$ cat config.mk
export PLATFORM = sky130hd
export DESIGN_NAME = ferro_spi_mem
export DESIGN_NICKNAME = d
export VERILOG_FILES = /design/src/rtl/ferro_pkg.sv /design/src/rtl/ferro_spi_shift.sv /design/src/rtl/ferro_mem_array.sv /design/src/rtl/ferro_ctrl.sv /design/src/rtl/ferro_spi_mem.sv
export SDC_FILE = /design/constraint.sdc
export NUM_CORES = 1
export LEC_CHECK = 0
export BUFFER_PORTS_ARGS = -buffer_cell sky130_fd_sc_hd__buf_2
export CORE_UTILIZATION = 39
export CTS_CLUSTER_DIAMETER = 120
export DETAILED_ROUTE_END_ITERATION = 8
export HOLD_SLACK_MARGIN = 0.1
export PLACE_DENSITY = 0.63
export SLEW_MARGIN = 10
export SYNTH_ARGS = -nofsm -noshare
export SYNTH_HDL_FRONTEND = slang
export SYNTH_SLANG_ARGS = --single-unit
$ cat constraint.sdc
create_clock -name clk_i -period 3 [get_ports clk_i]
set_input_delay 0.3 -clock clk_i [delete_from_list [all_inputs] [get_ports clk_i]]
set_output_delay 0.3 -clock clk_i [all_outputs]
set_load 0.01 [all_outputs]
$ cat src/rtl/ferro_pkg.sv
package ferro_pkg;
  localparam logic [7:0] OP_STAT_WR = 8'h01;
  localparam logic [7:0] OP_WRITE   = 8'h02;
  localparam logic [7:0] OP_READ    = 8'h03;
  localparam logic [7:0] OP_WE_CLR  = 8'h04;
  localparam logic [7:0] OP_STAT_RD = 8'h05;
  localparam logic [7:0] OP_WE_SET  = 8'h06;
  localparam logic [7:0] OP_FAST    = 8'h0B;
  localparam logic [7:0] OP_IDENT   = 8'h9F;
  localparam logic [7:0] OP_SLEEP   = 8'hB9;

  typedef enum logic [3:0] {
    S_OP, S_ADDR, S_DUMMY, S_LOAD, S_RD, S_WR, S_STAT_RD, S_STAT_WR, S_ID, S_SKIP
  } st_e;

  typedef enum logic [1:0] {K_READ, K_FAST, K_WRITE} acc_e;
endpackage

$ cat src/rtl/ferro_spi_shift.sv
module ferro_spi_shift (
  input  logic       clk_i,
  input  logic       rst_ni,
  input  logic       sclk_i,
  input  logic       cs_ni,
  input  logic       mosi_i,
  input  logic [7:0] tx_byte_i,
  output logic       miso_o,
  output logic       byte_done_o,
  output logic [7:0] rx_byte_o,
  output logic       frame_end_o
);
  logic       sclk_q, cs_q;
  logic [2:0] bit_cnt_q;
  logic [6:0] sh_q;
  logic       rise, fall;

  assign rise        = sclk_i & ~sclk_q & ~cs_ni;
  assign fall        = ~sclk_i & sclk_q & ~cs_ni;
  assign frame_end_o = cs_ni & ~cs_q;

  always_ff @(posedge clk_i or negedge rst_ni) begin
    if (!rst_ni) begin
      sclk_q      <= 1'b0;
      cs_q        <= 1'b1;
      bit_cnt_q   <= '0;
      sh_q        <= '0;
      miso_o      <= 1'b0;
      byte_done_o <= 1'b0;
      rx_byte_o   <= '0;
    end else begin
      sclk_q      <= sclk_i;
      cs_q        <= cs_ni;
      byte_done_o <= 1'b0;
      if (cs_ni) begin
        bit_cnt_q <= '0;  // drops any partial byte
        miso_o    <= 1'b0;
      end else begin
        if (rise) begin
          sh_q      <= {sh_q[5:0], mosi_i};
          bit_cnt_q <= bit_cnt_q + 3'd1;
          if (bit_cnt_q == 3'd7) begin
            byte_done_o <= 1'b1;
            rx_byte_o   <= {sh_q, mosi_i};
          end
        end
        if (fall) miso_o <= tx_byte_i[~bit_cnt_q];
      end
    end
  end
endmodule

$ cat src/rtl/ferro_mem_array.sv
module ferro_mem_array #(
  parameter int ADDR_W = 6
) (
  input  logic              clk_i,
  input  logic              rst_ni,
  input  logic              wr_req_i,
  input  logic [ADDR_W-1:0] addr_i,
  input  logic [7:0]        wr_data_i,
  input  logic [1:0]        prot_i,
  output logic [7:0]        rd_data_o,
  output logic              we_o
);
  localparam int DEPTH = 1 << ADDR_W;

  logic       blocked;
  logic [1:0] top2;
  logic [7:0] words [DEPTH];

  assign top2 = addr_i[ADDR_W-1 -: 2];

  always_comb begin
    case (prot_i)
      2'd0:    blocked = 1'b0;
      2'd1:    blocked = (top2 == 2'b11);
      2'd2:    blocked = top2[1];
      default: blocked = 1'b1;
    endcase
  end

  assign we_o      = wr_req_i & ~blocked;
  assign rd_data_o = words[addr_i];

  for (genvar g = 0; g < DEPTH; g++) begin : g_word
    logic [7:0] word_q;
    always_ff @(posedge clk_i or negedge rst_ni) begin
      if (!rst_ni)                              word_q <= '0;
      else if (we_o && addr_i == ADDR_W'(g))    word_q <= wr_data_i;
    end
    assign words[g] = word_q;
  end
endmodule

$ cat src/rtl/ferro_ctrl.sv
module ferro_ctrl
  import ferro_pkg::*;
#(
  parameter int          ADDR_W  = 6,
  parameter int          ID_LEN  = 9,
  parameter logic [7:0]  ID_SEED = 8'hC2
) (
  input  logic              clk_i,
  input  logic              rst_ni,
  input  logic              byte_done_i,
  input  logic [7:0]        rx_byte_i,
  input  logic              frame_end_i,
  input  logic [7:0]        rd_data_i,
  output logic [7:0]        tx_byte_o,
  output logic              wr_req_o,
  output logic [ADDR_W-1:0] ptr_o,
  output logic [1:0]        prot_o,
  output logic              wel_o,
  output logic              sleep_o
);
  localparam int IDX_W = $clog2(ID_LEN + 1);

  st_e               st_q;
  acc_e              kind_q;
  logic [1:0]        acnt_q;
  logic [ADDR_W-1:0] ptr_q;
  logic [7:0]        tx_q;
  logic              wel_q, wel_clr_q, wpen_q, slp_q, slp_arm_q;
  logic [1:0]        bp_q;
  logic [IDX_W-1:0]  id_idx_q;
  logic [7:0]        status;

  function automatic logic [7:0] id_byte(input logic [IDX_W-1:0] k);
    return ID_SEED + 8'(k) * 8'h1D;
  endfunction

  assign status    = {wpen_q, 3'b000, bp_q, wel_q, 1'b0};
  assign tx_byte_o = tx_q;
  assign ptr_o     = ptr_q;
  assign prot_o    = bp_q;
  assign wel_o     = wel_q;
  assign sleep_o   = slp_q;
  assign wr_req_o  = (st_q == S_WR) && byte_done_i && wel_q;

  always_ff @(posedge clk_i or negedge rst_ni) begin
    if (!rst_ni) begin
      st_q <= S_OP; kind_q <= K_READ; acnt_q <= '0; ptr_q <= '0; tx_q <= '0;
      wel_q <= 1'b0; wel_clr_q <= 1'b0; wpen_q <= 1'b0; bp_q <= '0;
      slp_q <= 1'b0; slp_arm_q <= 1'b0; id_idx_q <= '0;
    end else if (frame_end_i) begin
      st_q      <= S_OP;
      tx_q      <= '0;
      wel_clr_q <= 1'b0;
      slp_arm_q <= 1'b0;
      if (wel_clr_q) wel_q <= 1'b0;
      if (slp_q)          slp_q <= 1'b0;  // wake frame
      else if (slp_arm_q) slp_q <= 1'b1;
    end else begin
      case (st_q)
        S_OP: if (byte_done_i) begin
          acnt_q <= '0;
          if (slp_q) st_q <= S_SKIP;
          else begin
            case (rx_byte_i)
              OP_READ:    begin kind_q <= K_READ;  st_q <= S_ADDR; end
              OP_FAST:    begin kind_q <= K_FAST;  st_q <= S_ADDR; end
              OP_WRITE:   begin kind_q <= K_WRITE; st_q <= S_ADDR; wel_clr_q <= 1'b1; end
              OP_STAT_WR: begin st_q <= S_STAT_WR; wel_clr_q <= 1'b1; end
              OP_WE_SET:  begin wel_q <= 1'b1; st_q <= S_SKIP; end
              OP_WE_CLR:  begin wel_clr_q <= 1'b1; st_q <= S_SKIP; end
              OP_STAT_RD: begin tx_q <= status; st_q <= S_STAT_RD; end
              OP_IDENT:   begin tx_q <= id_byte('0); id_idx_q <= IDX_W'(1); st_q <= S_ID; end
              OP_SLEEP:   begin slp_arm_q <= 1'b1; st_q <= S_SKIP; end
              default:    st_q <= S_SKIP;
            endcase
          end
        end
        S_ADDR: if (byte_done_i) begin
          ptr_q  <= ADDR_W'({ptr_q, rx_byte_i});
          acnt_q <= acnt_q + 2'd1;
          if (acnt_q == 2'd2) begin
            case (kind_q)
              K_WRITE: st_q <= S_WR;
              K_FAST:  st_q <= S_DUMMY;
              default: st_q <= S_LOAD;
            endcase
          end
        end
        S_DUMMY:   if (byte_done_i) st_q <= S_LOAD;
        S_LOAD: begin
          tx_q  <= rd_data_i;
          ptr_q <= ptr_q + ADDR_W'(1);
          st_q  <= S_RD;
        end
        S_RD:      if (byte_done_i) st_q <= S_LOAD;
        S_WR:      if (byte_done_i) ptr_q <= ptr_q + ADDR_W'(1);
        S_STAT_RD: if (byte_done_i) tx_q <= status;
        S_STAT_WR: if (byte_done_i) begin
          if (wel_q) begin
            bp_q   <= rx_byte_i[3:2];
            wpen_q <= rx_byte_i[7];
          end
          st_q <= S_SKIP;
        end
        S_ID: if (byte_done_i) begin
          if (id_idx_q < IDX_W'(ID_LEN)) begin
            tx_q     <= id_byte(id_idx_q);
            id_idx_q <= id_idx_q + IDX_W'(1);
          end else begin
            tx_q <= '0;
          end
        end
        default: ;
      endcase
    end
  end
endmodule

$ cat src/rtl/ferro_spi_mem.sv
module ferro_spi_mem #(
  parameter int         ADDR_W  = 6,
  parameter int         ID_LEN  = 9,
  parameter logic [7:0] ID_SEED = 8'hC2
) (
  input  logic clk_i,
  input  logic rst_ni,
  input  logic sclk_i,
  input  logic cs_ni,
  input  logic mosi_i,
  output logic miso_o,
  output logic sleep_o
);
  logic              byte_done, frame_end, wr_req, mem_we, wel_q;
  logic [7:0]        rx_byte, tx_byte, rd_data;
  logic [ADDR_W-1:0] ptr;
  logic [1:0]        bp_q;
  logic              miso_q;

  ferro_spi_shift u_shift (
    .clk_i(clk_i), .rst_ni(rst_ni), .sclk_i(sclk_i), .cs_ni(cs_ni), .mosi_i(mosi_i),
    .tx_byte_i(tx_byte), .miso_o(miso_q), .byte_done_o(byte_done),
    .rx_byte_o(rx_byte), .frame_end_o(frame_end)
  );

  ferro_ctrl #(.ADDR_W(ADDR_W), .ID_LEN(ID_LEN), .ID_SEED(ID_SEED)) u_ctrl (
    .clk_i(clk_i), .rst_ni(rst_ni), .byte_done_i(byte_done), .rx_byte_i(rx_byte),
    .frame_end_i(frame_end), .rd_data_i(rd_data), .tx_byte_o(tx_byte),
    .wr_req_o(wr_req), .ptr_o(ptr), .prot_o(bp_q), .wel_o(wel_q), .sleep_o(sleep_o)
  );

  ferro_mem_array #(.ADDR_W(ADDR_W)) u_array (
    .clk_i(clk_i), .rst_ni(rst_ni), .wr_req_i(wr_req), .addr_i(ptr),
    .wr_data_i(rx_byte), .prot_i(bp_q), .rd_data_o(rd_data), .we_o(mem_we)
  );

  assign miso_o = ~cs_ni & miso_q;
endmodule

# After elaboration in Yosys (flattened, before gate mapping)
# Cells that the tools add are included.
# classes
add_sub_neg	5
n_mul	1
order_cmp	3
eq_ne	105
n_mux	62
bitwise_logic	16
reduce_logical	97
# ops
operator	count
== test 6 bit (second input constant)	32
== test 6 x 5 -> 1 bit (second input constant)	16
logical AND 1 bit	66
2-to-1 mux 8 bit	8
binary-select mux 8 bit (select 6 bit)	1
== test 6 x 4 -> 1 bit (second input constant)	8
2-to-1 mux 4 bit	12
case mux 8 bit (4 select lines)	1
== test 6 x 3 -> 1 bit (second input constant)	4
== test 8 x 3 -> 1 bit (second input constant)	3
2-to-1 mux 1 bit	24
case mux 4 bit (5 select lines)	1
AND reduction 4 bit	5
!= test 3 bit (second input constant)	6
case mux 6 bit (3 select lines)	1
nonzero test 2 bit	9
== test 4 x 3 -> 1 bit (second input constant)	4
== test 8 x 2 -> 1 bit (second input constant)	2
== test 8 bit (second input constant)	2
case mux 4 bit (4 select lines)	1
case mux 8 bit (2 select lines)	1
== test 6 x 2 -> 1 bit (second input constant)	2
2-to-1 mux 6 bit	2
!= test 2 bit (second input constant)	6
47 further kinds	72
# word_totals
ff_bits	567
output_inout_bits	2
word_cells	372

# Logic depth before layout (Yosys ltp)
# depth
ltp_word	7
ltp_mapped	12
ltp_nobuf	12

# By module
# From an unflattened synthesis, not the netlist that was laid out.
# unflattened
cells_unflattened	1807
area_unflattened_um2	26724.4
# modules_own_cells
module	instances	cells_each	area_each_um2	seq_area_each_um2
ferro_mem_array	1	1478	23254.8	12812.3
ferro_ctrl	1	269	2497.4	825.8
ferro_spi_shift	1	59	958.4	551.8
ferro_spi_mem	1	1	13.8	0.0

# Least setup slack after synthesis
# Ideal clock, no wire load.
# synth_timing
path_type	reg2reg
start	register u_ctrl.ptr_q[0], in the netlist u_ctrl.ptr_o[0]
end	register u_array.g_word[6].word_q[0]
setup_ps	125
arrival_ps	2803
required_time_ps	2875
setup_slack_ps	73
path_stages_with_launch	13
synth_period_minus_slack_ps	2927
cell_sequence	dfrtp_1 -> buf_6 -> buf_6 -> buf_4 -> buf_4 -> buf_2 -> inv_1 -> ha_1 -> clkbuf_1 -> nor2b_1 -> nand3_1 -> nor2_1 -> mux2_2
# synth_between
elab_chain_len	2
# synth_rtl
item	line	rtl
start, declared	ferro_ctrl.sv:26	logic [ADDR_W-1:0] ptr_q;
start signal, assigned	ferro_ctrl.sv:79	ptr_q <= ADDR_W'({ptr_q, rx_byte_i});
start signal, assigned	ferro_ctrl.sv:92	ptr_q <= ptr_q + ADDR_W'(1);
start signal, assigned	ferro_ctrl.sv:96	S_WR: if (byte_done_i) ptr_q <= ptr_q + ADDR_W'(1);
== test 6 x 3 -> 1 bit	ferro_mem_array.sv:37	else if (we_o && addr_i == ADDR_W'(g)) word_q <= wr_data_i;
logical AND 1 bit	ferro_mem_array.sv:37	
end signal, assigned	ferro_mem_array.sv:37	
end, declared	ferro_mem_array.sv:34	logic [7:0] word_q;
# No other way between the ends.
# A chain may end at the register's enable or synchronous reset.

# Worst setup path after layout
# layout_timing
start	register u_ctrl.ptr_q[0], in the netlist u_ctrl.ptr_o[0]
end	register u_ctrl.tx_q[7], in the netlist u_ctrl.tx_byte_o[7]
# layout_between
elab_chain_len	6
# layout_rtl
item	line	rtl
NOT 6 -> 7 bit (not written as such)	ferro_mem_array.sv:31	assign rd_data_o = words[addr_i];
binary-select mux 8 bit (select 6 bit)	ferro_mem_array.sv:31	
2-to-1 mux 8 bit (not written as such) (2 in series)	ferro_mem_array.sv:31	
case mux 8 bit (4 select lines)	ferro_ctrl.sv:59	case (st_q)
2-to-1 mux 8 bit	ferro_ctrl.sv:50	end else if (frame_end_i) begin
end signal, assigned	ferro_ctrl.sv:91	tx_q <= rd_data_i;
end signal, assigned	ferro_ctrl.sv:97	S_STAT_RD: if (byte_done_i) tx_q <= status;
end signal, assigned	ferro_ctrl.sv:107	tx_q <= id_byte(id_idx_q);
end, declared	ferro_ctrl.sv:27	logic [7:0] tx_q;
# No other way between the ends. The select of a mux whose other input is x is not followed.

==> out/qor.yml <==
outcome:
  status: "completed"
routing:
  dr_total_vias: 16300
  route.detailed.wl_per_inst_um: 22.9
  ant_nets: 0
  drtIter0Drc: 1097
  postRouteWirelength_mm: 65.7
  drc_viols: 0
  drt-pass1-iter-count: 6
  route.detailed.vias_per_inst: 5.68
worst_setup_path:
  criticalPathCategory: "flip-flop to flip-flop"
  critical_path.slowest_cell: "sky130_fd_sc_hd__a2111oi_0"
  worstSetupStartpointType: "flip-flop"
  path_common_cell: "sky130_fd_sc_hd__buf_4"
  worstPathBufferInverterCount: 3
  crit_path_end_kind: "flip-flop"
  worst-endpoint-required_ns: 3.48
  critical_path.top_delay_family: "compound AO/OA/AOI/OAI gates"
  worst-path-max-fanout: 26
  cp_data_arrival_time_ns: 3.38
  path_cells: "buf_12 -> buf_4 -> mux4_2 -> a2111oi_0 -> buf_4 -> nand2_1 -> nand4_1 -> o211ai_1"
  crit_path_max_incr_delay_ns: 0.69
clock_network:
  tritoncts.num_buffers: 61
  cts_num_sinks: 567
  root_buffer: "sky130_fd_sc_hd__clkbuf_16"
  clock_path_buffers: 3
  cts.clk_slew.worst_paths_ns: 0.06
  latest_clock_arrival_within_the_worst_skew_pair_ns: 0.61
  cts-htree-levels: 2
  cts_post_setup_buffers_inserted: 0
  cts_tree: "yes"
sta:
  postLayoutSetupSlackWorst_ns: 0.106
  timing.fmax_ghz: 0.346
  timing.final.setup_violations: 0
  pins_over_slew_limit: 0
  timing_worst_slew_pin_value_ns: 0.877
  rsz0062_at_grt: "true"
  final.min_clock_period_ns: 2.89
  clock_skew_ns: 0.0186
  fin_tns_setup_ns: 0
  finalHoldViolations: 0
  finalCritPeriodShare_pct: 96.5
  timing.slew.headroom_pct: 41.5
global_routing:
  antenna_violations_before_repair: 0
  groute.usage.overall_pct: 19.2
  gr-usage-met2_pct: 30.9
  total_global_routing_overflow: 0
  grtUsageMet1_pct: 26.6
  grt_pass1_vias: 17200
  global_route_wire_length_before_repair_mm: 105
  grt_start_max_net_pins: 101
  gr-max-usage-layer: "met2"
  groute.layer.met3.usage_pct: 3.35
synthesis:
  synth_sequential_area_ratio_pct: 52.6
  post_synth_instance_area_sq_um: 27000
  synth_fp_nets: 1938
  average_cell_area_after_synthesis_sq_um: 14.2
  number_of_instances_in_the_synthesized_netlist: 1902
  synth_enable_flop_cells: 0
  dominant_register_cell_in_the_synthesized_netlist: "sky130_fd_sc_hd__dfrtp_1"
  synth-warning-count: 0
  postSynthRegisterBits: 567
  ys_top_cells_by_area: "sky130_fd_sc_hd__dfrtp_1 (52%), sky130_fd_sc_hd__mux2_2 (22%), sky130_fd_sc_hd__mux4_2 (9.2%)"
  async_reset_ff_share_pct: 100
  synth.largest_area_cell: "sky130_fd_sc_hd__dfrtp_1"
  netlist.area_leader.share_pct: 52.5
  post_synth_num_cell_types: 67
place:
  dp_hpwl_mm: 43.2
  buffer_ports.inserted: 6
  pre_cts_ws_ns: 0.0594
  placed_cell_area_sq_um: 28500
  gp_routability_congestion: 0.936
  dp.cells: 2758
power:
  cellPowerDensity_nw_per_um2: 570
  max-vdd-ir-drop_uv: 461
  lkg_pwr_nw: 14.4
run:
  max_cap_viol_count: 0
floorplanning:
  floorplan.core_area_sq_um: 68500
  die_w_um: 265
  design.die.area_sq_um: 70200
  die_h_um: 265
  rows: 96
  initial_utilization_pct: 39.4
  ioPinCount: 7
cells_and_area:
  antenna-diode-count: 0
  design_area_sq_um: 30600
  nets: 1979
  synth_to_layout_area_growth_pct: 13.5
  final-instance-count-excl-fill: 2875
  post_route_cells_drive_above_1_share_pct: 45.4
  final_standard_cell_utilization_of_the_core_pct: 44.7
min_path:
  hold_class: "input pin to asynchronous set/reset pin"
==> layout make-up <==
| cell class | instances | area (sq um) |
|---|---|---|
| repair buffers | 120 | 1070 |
| flip-flops and latches | 567 | 14200 |
| clock buffers | 92 | 1800 |
| well taps | 882 | 1100 |
| multi-input cells | 1174 | 12100 |
| clock inverters | 21 | 283 |
| inverters | 19 | 71.3 |
| fillers | 6033 | 37900 |
==> where the power goes <==
group	switching, mW	internal (mW)	total [mW]
Clock	3.04	4.72	7.76
Sequential	0.0980	7.72	7.82
Combinational	1.22	0.653	1.87
Total	4.36	13.1	17.5
==> routing by layer <==
| metal | part of all wire (%) | vias to the layer above |
|---|---|---|
| met3 | 4.6 | 115 |
| met2 | 48 | 344 |
| met1 | 45 | 8726 |
| met4 | 2.7 | 0 |
| met5 | 0 | - |
| li1 | - | 7142 |
==> through the flow <==
step	hold WS [ns]	power, mW
6_report	0.250	17.5
5_1_grt	0.273	18.1
4_1_cts	0.239	17.7
3_5_place_dp	0.317	9.83
3_3_place_gp	0.307	9.82
2_1_floorplan	0.00441	9.06
==> worst paths after layout <==
kind	depth (start not counted)	slack, ns	end	start
worst max-delay path	8	0.11	u_ctrl.tx_byte_o[7]	u_ctrl.ptr_o[0]
worst min-delay path	2	0.25	u_array.g_word[46].word_q[6]	rst_ni
worst max register to register	8	0.11	u_ctrl.tx_byte_o[7]	u_ctrl.ptr_o[0]
worst min register to register	1	0.45	u_ctrl.wel_o	u_ctrl.wel_clr_q
max in group asynchronous	3	1.76	u_array.g_word[42].word_q[0]	rst_ni
min in group clk_i	2	0.37	u_shift.sclk_q	sclk_i
==> cell usage after synthesis, types with 19 or more instances <==
master,number
sky130_fd_sc_hd__mux2i_1,47
sky130_fd_sc_hd__buf_2,23
sky130_fd_sc_hd__dfrtp_1,566
sky130_fd_sc_hd__a21oi_1,39
sky130_fd_sc_hd__mux2_2,526
sky130_fd_sc_hd__a22oi_1,44
sky130_fd_sc_hd__ha_1,27
sky130_fd_sc_hd__o21ai_0,34
sky130_fd_sc_hd__inv_1,19
sky130_fd_sc_hd__nor2_1,50
sky130_fd_sc_hd__clkbuf_1,87
sky130_fd_sc_hd__nand2b_1,20
sky130_fd_sc_hd__nand2_1,59
sky130_fd_sc_hd__nand3_1,38
sky130_fd_sc_hd__nor2_2,25
sky130_fd_sc_hd__mux4_2,110
==> cells by family after synthesis <==
kind of cell / after synthesis / share of synthesized area (%)
AND/OR/NAND/NOR: 267 / 5.27
AO/OA/AOI/OAI: 183 / 4.60
XOR/XNOR: 8 / 0.260
multiplexers: 683 / 32.9
adder cells (fa/ha/maj): 33 / 1.62
buffers and inverters: 161 / 2.77
flip-flops: 567 / 52.6
==> placed cells by master (no fill, tap or decap), types with 6 or more instances in the layout <==
| cell | instances |
|---|---|
| sky130_fd_sc_hd__dfrtp_1 | 555 |
| sky130_fd_sc_hd__clkbuf_16 | 61 |
| sky130_fd_sc_hd__mux4_2 | 110 |
| sky130_fd_sc_hd__buf_4 | 97 |
| sky130_fd_sc_hd__a21oi_1 | 38 |
| sky130_fd_sc_hd__nor2_2 | 26 |
| sky130_fd_sc_hd__nor2_1 | 49 |
| sky130_fd_sc_hd__and3_1 | 6 |
| sky130_fd_sc_hd__buf_12 | 13 |
| sky130_fd_sc_hd__nand2b_1 | 20 |
| sky130_fd_sc_hd__clkinv_2 | 13 |
| sky130_fd_sc_hd__o21ai_0 | 33 |
| sky130_fd_sc_hd__a22o_1 | 12 |
| sky130_fd_sc_hd__a22oi_1 | 44 |
| sky130_fd_sc_hd__and2_1 | 6 |
| sky130_fd_sc_hd__nor3_1 | 12 |
| sky130_fd_sc_hd__clkbuf_8 | 16 |
| sky130_fd_sc_hd__a221oi_1 | 7 |
| sky130_fd_sc_hd__nor2b_1 | 13 |
| sky130_fd_sc_hd__nand2_1 | 59 |
| sky130_fd_sc_hd__inv_1 | 19 |
| sky130_fd_sc_hd__mux2i_1 | 47 |
| sky130_fd_sc_hd__dfrtp_2 | 9 |
| sky130_fd_sc_hd__bufinv_16 | 7 |
| sky130_fd_sc_hd__nand3_1 | 38 |
| sky130_fd_sc_hd__ha_1 | 26 |
| sky130_fd_sc_hd__nand3b_1 | 7 |
| sky130_fd_sc_hd__clkbuf_1 | 15 |
| sky130_fd_sc_hd__mux2_2 | 526 |
==> timing repair <==
item	in CTS	in global routing
endpoints found under the setup margin	0	3
endpoints found under the hold margin	69	0
gates resized for setup	0	6
hold buffers	4	0
==> registers in the layout, indices dropped and copies added, names as in the netlist, 2 cells and up <==
signal	cells
u_array.g_word.word_q	512
u_ctrl.tx_byte_o	8
u_shift.rx_byte_o	8
u_shift.sh_q	7
u_ctrl.ptr_o	6
u_ctrl.id_idx_q	4
u_ctrl.st_q	4
u_shift.bit_cnt_q	3
u_ctrl.acnt_q	2
u_ctrl.kind_q	2
u_ctrl.prot_o	2
==> worst register-to-register path, delay by kind of cell (launching register included) <==
family	cells	cell delay [ns]
AOI/OAI and AO/OA	2	0.79
buffers and inverters	3	0.71
muxes	1	0.57
DFF	1	0.47
and+or+nand+nor	2	0.22
(Power assumes the default switching activity.)
